==> config.mk <==
export PLATFORM = sky130hd
export DESIGN_NAME = shift_rotate_unit
export DESIGN_NICKNAME = d
export VERILOG_FILES = /design/src/rtl/shift_rotate_unit.sv
export SDC_FILE = /design/constraint.sdc
export NUM_CORES = 1
export LEC_CHECK = 0
export CAP_MARGIN = 20
export CORE_MARGIN = 2
export CORE_UTILIZATION = 50
export CTS_BUF_LIST = sky130_fd_sc_hd__clkbuf_4
export DETAILED_ROUTE_END_ITERATION = 6
export GPL_TIMING_DRIVEN = 0
export MAX_ROUTING_LAYER = met4
export PLACE_DENSITY = 0.81
export SLEW_MARGIN = 30
export SYNTH_ARGS = -nofsm -noshare
export SYNTH_HDL_FRONTEND = slang
export SYNTH_SLANG_ARGS = --single-unit
==> constraint.sdc <==
create_clock -name clk -period 3.44 [get_ports clk]
set_input_delay 0.344 -clock clk [delete_from_list [all_inputs] [get_ports clk]]
set_output_delay 0.344 -clock clk [all_outputs]
set_load 0.005 [all_outputs]
==> src/rtl/shift_rotate_unit.sv <==
module shift_rotate_unit #(
  parameter int W  = 18,
  parameter int CW = 9
) (
  input  logic            clk,
  input  logic            rst_n,
  input  logic            ld_ac,
  input  logic            ld_io,
  input  logic [W-1:0]    ld_data,
  input  logic            start,
  input  logic [CW+3:0]   ctrl,
  output logic [W-1:0]    ac_q,
  output logic [W-1:0]    io_q,
  output logic            busy,
  output logic            done
);
  localparam int NW = $clog2(CW + 1);
  localparam int PW = 2 * W;

  logic          dir_q, kind_q;
  logic [1:0]    sel_q;
  logic [NW-1:0] rem_q;
  logic [NW-1:0] steps;

  always_comb begin
    steps = '0;
    for (int i = 0; i < CW; i++) steps = steps + NW'(ctrl[i]);
  end

  function automatic logic [W-1:0] step_one(input logic [W-1:0] v, input logic d, input logic k);
    if (!k) return d ? {v[0], v[W-1:1]} : {v[W-2:0], v[W-1]};
    return d ? {v[W-1], v[W-1], v[W-2:1]} : {v[W-1], v[W-3:0], v[W-1]};
  endfunction

  function automatic logic [PW-1:0] step_pair(input logic [PW-1:0] v, input logic d, input logic k);
    if (!k) return d ? {v[0], v[PW-1:1]} : {v[PW-2:0], v[PW-1]};
    return d ? {v[PW-1], v[PW-1], v[PW-2:1]} : {v[PW-1], v[PW-3:0], v[PW-1]};
  endfunction

  logic [PW-1:0] pair_nx;
  assign pair_nx = step_pair({ac_q, io_q}, dir_q, kind_q);

  always_ff @(posedge clk) begin
    if (!rst_n) begin
      ac_q   <= '0;
      io_q   <= '0;
      busy   <= 1'b0;
      done   <= 1'b0;
      dir_q  <= 1'b0;
      kind_q <= 1'b0;
      sel_q  <= 2'b00;
      rem_q  <= '0;
    end else begin
      done <= 1'b0;
      if (busy) begin
        case (sel_q)
          2'b01:   ac_q <= step_one(ac_q, dir_q, kind_q);
          2'b10:   io_q <= step_one(io_q, dir_q, kind_q);
          2'b11:   {ac_q, io_q} <= pair_nx;
          default: ;
        endcase
        rem_q <= rem_q - NW'(1);
        if (rem_q == NW'(1)) begin
          busy <= 1'b0;
          done <= 1'b1;
        end
      end else begin
        if (ld_ac) ac_q <= ld_data;
        if (ld_io) io_q <= ld_data;
        if (start) begin
          dir_q  <= ctrl[CW+3];
          kind_q <= ctrl[CW+2];
          sel_q  <= ctrl[CW+1:CW];
          rem_q  <= steps;
          if (steps == '0) done <= 1'b1;
          else             busy <= 1'b1;
        end
      end
    end
  end

  a_r3_busy_hold: assert property (@(posedge clk) disable iff (!rst_n)
    (busy && rem_q != NW'(1)) |=> busy);
  a_r3_finish: assert property (@(posedge clk) disable iff (!rst_n)
    (busy && rem_q == NW'(1)) |=> (done && !busy));
  a_r3_done_idle: assert property (@(posedge clk) disable iff (!rst_n)
    done |-> !busy);
  a_r2_ac_hold: assert property (@(posedge clk) disable iff (!rst_n)
    (!busy && !ld_ac) |=> $stable(ac_q));
  a_r2_io_hold: assert property (@(posedge clk) disable iff (!rst_n)
    (!busy && !ld_io) |=> $stable(io_q));
  a_r8_start_ignored: assert property (@(posedge clk) disable iff (!rst_n)
    busy |=> ($stable(sel_q) && $stable(dir_q) && $stable(kind_q)));
  a_r6_sign_kept: assert property (@(posedge clk) disable iff (!rst_n)
    (busy && kind_q && sel_q[0]) |=> (ac_q[W-1] == $past(ac_q[W-1])));
  a_r5_ring: assert property (@(posedge clk) disable iff (!rst_n)
    (busy && !kind_q && sel_q == 2'b11) |=>
      ($countones({ac_q, io_q}) == $countones($past({ac_q, io_q}))));
  a_r9_io_untouched: assert property (@(posedge clk) disable iff (!rst_n)
    (busy && !sel_q[1]) |=> $stable(io_q));
  a_r9_ac_untouched: assert property (@(posedge clk) disable iff (!rst_n)
    (busy && !sel_q[0]) |=> $stable(ac_q));
endmodule

Word-level counts from Yosys, hierarchy flattened
Index checks and enable logic that the tools add are counted.
{ "totals": {"ff_bits": 46, "inputBits": 36, "out_inout_bits": 38, "elab_cells": 72} }
{ "op_classes": {"add_sub_neg": 9, "n_eq_ne": 9, "muxes": 34, "bitwise_logic": 1, "reduce_logical": 9} }
{ "ops": {"columns": ["operator", "n"], "rows": [
  ["18-bit two-way mux", 10],
  ["36-bit two-way mux", 2],
  ["18-bit one-hot mux with 2 select lines", 2],
  ["35-bit two-way mux", 1],
  ["17-bit two-way mux", 2],
  ["4-bit by 1-bit adder with 4-bit output", 5],
  ["1-bit two-way mux", 15],
  ["3-bit inequality test (second input constant)", 3],
  ["4-bit two-way mux", 2],
  ["3-bit by 1-bit inequality test with 1-bit output (second input constant)", 2],
  ["2-bit AND reduction", 3],
  ["2-bit nonzero test", 3],
  ["3-bit by 1-bit adder with 4-bit output", 1],
  ["2-bit == test (second input constant)", 2],
  ["4-bit by 1-bit == test with 1-bit output (second input constant)", 1],
  ["4-bit logical NOT", 1],
  ["4-bit AND reduction", 1],
  ["4-bit by 1-bit subtractor with 4-bit output (second input constant)", 1],
  ["2-bit by 1-bit adder with 3-bit output", 1],
  ["3-bit AND reduction", 1],
  ["1-bit by 1-bit adder with 2-bit output", 1],
  ["2-bit by 1-bit == test with 1-bit output (second input constant)", 1],
  ["1-bit inverter", 1]
]} }

Depth between registers and ports, before layout
Gate-level depths: netlist of the first run.
{ "logic_depth": {"ltp_word": 12, "depth_mapped": 11, "ltp_nobuf": 11} }

Worst setup path before layout of the first run
OpenSTA, ideal clock, no wires.
{ "synth_path": {"path_type": "input port to flip-flop", "startpoint": "input port ctrl[0]", "endpoint": "register rem_q[1]", "setup_ps": 64, "arrival_ps": 3128, "required_time_ps": 3376, "path_slack_ps": 248, "stages": 10, "path_buffers": 0, "cell_sequence": "fa_1 inv_1 fa_1 fa_1 fa_1 fa_1 nand2_1 o21ai_0 mux2_1 nor2_1"} }
{ "synth_via": {"elab_chain_len": 10} }
{ "synth_lines": {"columns": ["element", "line_no", "text"], "rows": [
  ["start, declared", "11", "input logic [CW+3:0] ctrl,"],
  ["1-bit by 1-bit adder with 2-bit output", "27", "for (int i = 0; i < CW; i++) steps = steps + NW'(ctrl[i]);"],
  ["2-bit by 1-bit adder with 3-bit output", "27", null],
  ["3-bit by 1-bit adder with 4-bit output", "27", null],
  ["4-bit by 1-bit adder with 4-bit output (5 in a row)", "27", null],
  ["4-bit two-way mux", "70", "if (start) begin"],
  ["4-bit two-way mux", "55", "if (busy) begin"],
  ["end signal, assigned", "62", "rem_q <= rem_q - NW'(1);"],
  ["end signal, assigned", "74", "rem_q <= steps;"],
  ["end, declared", "22", "logic [NW-1:0] rem_q;"]
]} }
Every way passes these cells. The select of a mux whose other input is x is not followed.
A chain may end at the register's enable or synchronous reset.

Worst setup path after layout of the first run
{ "layout_path": {"startpoint": "input port ctrl[3]", "endpoint": "register busy"} }
{ "layout_via": {"elab_chain_len": 10} }
{ "layout_lines": {"columns": ["element", "line_no", "text"], "rows": [
  ["3-bit by 1-bit adder with 4-bit output", "27", null],
  ["4-bit by 1-bit adder with 4-bit output (5 in a row)", "27", null],
  ["4-bit logical NOT", "75", "if (steps == '0) done <= 1'b1;"],
  ["1-bit two-way mux", "75", null],
  ["1-bit two-way mux", "70", null],
  ["1-bit two-way mux", "55", null],
  ["end signal, assigned", "47", "busy <= 1'b0;"],
  ["end signal, assigned", "64", "busy <= 1'b0;"],
  ["end signal, assigned", "76", "else busy <= 1'b1;"],
  ["end, declared", "14", "output logic busy,"]
]} }
Every way passes these cells.

==> key figures, run 1 <==
Timing
  – Max-slew violations: 0
  – Clock Skew: 0.0145 ns
  – Final Hold Fails: 0
  – Relative slew slack: 76.6%
  – Unrepaired setup endpoints after global routing: false
  – Slew @ Worst Pin: 0.351 ns
  – Post-route minimum period: 3.22 ns
  – Max frequency: 310 MHz
  – Setup slack after layout: 0.218 ns
  – Final worst path period share: 93.7%
  – Hold WS: 0.504 ns
  – Final setup viols: 0

Placed design
  – DP Cell Count: 422
  – RD Place Congestion: 0.862
  – Dpl hpwl: 5460 microns
  – Setup WS pre-CTS: -0.505 ns
  – I/O Buffers: 73

Die
  – Std-Cell Rows: 26
  – Die width: 77.2 microns
  – IO Pins: 74
  – Die area: 5970 sq um
  – DIE HEIGHT: 77.2 microns
  – Area of the core: 5140 sq um
  – Initial core utilization: 52.2%

Clock network
  – Clock Tree Buf Depth: 2
  – Clock-pin slew on the worst setup and hold paths: 0.13 ns
  – Htree depth: 2
  – Total CTS buffers: 5
  – CTS tree: built
  – Clock latency on the worst-skew pair: 0.37 ns
  – Root Driver: clkbuf_4
  – Clk sink count: 46

Routing
  – DR iter-0 viols: 184
  – Routed vias: 2512
  – Antenna-violating nets left: 0
  – 1st-pass router iterations: 5
  – DR vias/cell: 5.84
  – Post-route DRC: 0
  – Per-cell routed wire length: 17.1 microns
  – Final wirelength: 7360 microns

Global routing
  – Met3 Use GR: 5.29%
  – Largest net degree at the start of global routing: 14
  – Met1 Usage GRT: 31.5%
  – Vias in the first global route: 2518
  – Busiest layer in global routing: met2
  – Total track usage: 25.9%
  – First-pass GRT wire length: 12200 microns
  – Antenna violations before repair: 0
  – GR Util met2: 44.8%
  – Remaining Overflow, GRT: 0

Power
  – Sw Ratio: 34.2%
  – PwrDens: 465 nW/um^2
  – Switching power: 0.000577 W
  – Sequential Power Share: 41.1%
  – Comb power frac: 39.6%
  – Max IR drop VDD: 279 uV
  – Pleak: 1.38 nW
  – Int Pwr: 0.00111 W
  – Clock power share: 19.2%

Synthesis
  – Leading area contributor after synthesis: dfxtp_1
  – Register area share after synthesis: 34.3%
  – Post-synth EDFFs: 0
  – Netlist cell types: 49
  – FFs w/ async S/R, synth: 0%
  – Top-area cell type share of the netlist area: 34.3%
  – Mapped Nets: 324
  – Top FF cell, synth: dfxtp_1
  – Seq cells post-synth: 46
  – Cells after synthesis: 279
  – Synth warn: 0
  – Mapped Area: 2680 sq um
  – Dominant cells by area after synthesis: dfxtp_1, a32o_1, mux2i_1
  – Synth Area per Inst: 9.61 sq um

Finish
  – Most common cell after layout, fill and taps aside: clkdlybuf4s50_1
  – Fill cell count: 431
  – Area delta synth->final: 35.4%
  – Fraction of final layout cells with drive strength greater than 1: 14.4%
  – Diodes inserted: 0
  – Fin cells: 430
  – Most frequent cells in the layout: clkdlybuf4s50_1, dfxtp_1, nand2_1, a32o_1, mux2i_1
  – Nets: 405

Critical path
  – Slowest cell on crit path: fa_2
  – Worst EP required: 3.69 ns
  – Worst EP arrival: 3.47 ns
  – Crit Path Class: in -> reg
  – Crit path largest cell delay: 0.60 ns
  – Crit path max fanout: 2
  – CP Capture Type: register
  – CP Cell Sequence: dlymetal6s2s_1 -> fa_1 -> inv_1 -> fa_1 -> fa_1 -> fa_2 -> fa_2 -> nand2_2 -> o31ai_4 -> a211oi_2
  – Most frequent CP cell: fa_1
  – Worst Setup Start Kind: primary input

Outcome
  – Status: finished, final reports clean

Hold path
  – Worst min-delay path category: reg -> reg

Job
  – Max-cap violations: 0
==> timing repair <==
action,4_1_cts,5_1_grt
hold buffers,0,0
endpoints found under the setup margin,2,3
pin swaps,2,9
setup buffers,0,1
gates resized for setup,2,10
==> layout make-up <==
type,count,area [sq um],share of cell area (%)
multi-input combinational,199,1600,44.1
inverter,18,70.1,1.93
tap,70,87.6,2.41
sequential,46,921,25.4
clock buffer,5,37.5,1.03
clock inverter,2,33.8,0.930
buffer,16,134,3.69
timing repair buffer,74,746,20.5
==> Yosys cell counts (3+ instances only) <==
cell type,number
a21oi_1,12
a32o_1,32
buf_2,5
buf_4,4
buf_6,7
dfxtp_1,46
fa_1,5
ha_1,4
inv_1,16
mux2i_1,31
nand2_1,46
nand2_2,3
nor2_1,6
nor2b_1,3
o21ai_0,4
o221ai_1,3
or2_1,10
or2_2,5
==> flip-flops by register name (all words and copies together) (netlist names) <==
register  flops
io_q         18
done          1
sel_q         2
dir_q         1
busy          1
rem_q         4
kind_q        1
ac_q         18
==> final timing paths <==
check	start	end	slack [ns]	depth (start not counted)
setup / recovery	ctrl[3]	busy$_SDFF_PN0_	0.22	10
hold / removal	kind_q$_SDFFE_PN0P_	kind_q$_SDFFE_PN0P_	0.50	2
setup reg to reg	busy$_SDFF_PN0_	io_q[13]$_SDFFE_PN0P_	1.96	4
hold reg to reg	kind_q$_SDFFE_PN0P_	kind_q$_SDFFE_PN0P_	0.50	2
==> cells by family (layout without fill, tap and decap cells) <==
family	count (synthesis)	after routing	share of synthesized area (%)
simple gates	88	88	17.9
flops	46	46	34.3
compound gates	68	68	21.9
mux	33	33	12.4
fa+ha+maj	9	9	5.60
xor+xnor	1	1	0.327
buf+inv	34	115	7.60
==> power by group through the flow <==
stage | Combinational [W] | Clock (W) | Sequential [W]
finish | 0.000669 | 0.000325 | 0.000695
global route | 0.000734 | 0.000351 | 0.000705
CTS | 0.000634 | 0.000326 | 0.000693
detailed placement | 0.000625 | 0 | 0.000705
global placement | 0.000601 | 0 | 0.000704
floorplan | 0.000372 | 0 | 0.000687
==> worst max-delay path, delay by kind of cell <==
family                   cells  cell delay, ns
buffers and inverters        2            0.18
AO/OA/AOI/OAI                2            0.34
adder cells (fa/ha/maj)      5            2.51
AND/OR/NAND/NOR              1            0.09
==> metrics by stage <==
step           total power (W)  util (%)  setup TNS [ns]  cell area [sq um]
3_5_place_dp           0.00133      68.1           -1.69               3500
2_1_floorplan          0.00106         -               0               2680
3_3_place_gp           0.00130      68.1           -1.24               3500
6_report               0.00169      70.7               0               3630
5_1_grt                0.00179      70.7               0               3630
4_1_cts                0.00165      69.7               0               3580
==> metal layers <==
metal	routed length, microns	part of all wire (%)
met1	3070	42
met2	3710	50
met3	508	6.9
met4	72	0.98
met5	0	0
(Power assumes the default switching activity.)
==> run 2: changes to the inputs <==
--- a/config.mk
+++ b/config.mk
@@ -11,6 +11,7 @@
 export CTS_BUF_LIST = sky130_fd_sc_hd__clkbuf_4
 export DETAILED_ROUTE_END_ITERATION = 6
 export GPL_TIMING_DRIVEN = 0
+export HOLD_SLACK_MARGIN = 0.08
 export MAX_ROUTING_LAYER = met4
 export PLACE_DENSITY = 0.81
 export SLEW_MARGIN = 30
==> constraint.sdc (replaced) <==
create_clock -name clk -period 3.44 [get_ports clk]
set_input_delay 0.344 -clock clk [delete_from_list [all_inputs] [get_ports clk]]
set_output_delay 0.344 -clock clk [all_outputs]
set_load 0.1 [all_outputs]
==> results of run 2 <==
The final DEF is identical to that of run 1. Status: finished, final reports clean.
Main changes from that run: total power 0.00169 W -> 0.00212 W; worst IR drop on VDD 279 uV -> 283 uV
==> run 3: changes to the inputs <==
--- a/config.mk
+++ b/config.mk
@@ -14,7 +14,6 @@
 export HOLD_SLACK_MARGIN = 0.08
 export MAX_ROUTING_LAYER = met4
 export PLACE_DENSITY = 0.81
-export SLEW_MARGIN = 30
 export SYNTH_ARGS = -nofsm -noshare
 export SYNTH_HDL_FRONTEND = slang
 export SYNTH_SLANG_ARGS = --single-unit
==> results of run 3 <==
The final DEF is identical to that of run 1. Status: finished, final reports clean.
Main changes from that run: total power 0.00169 W -> 0.00212 W; worst IR drop on VDD 279 uV -> 283 uV
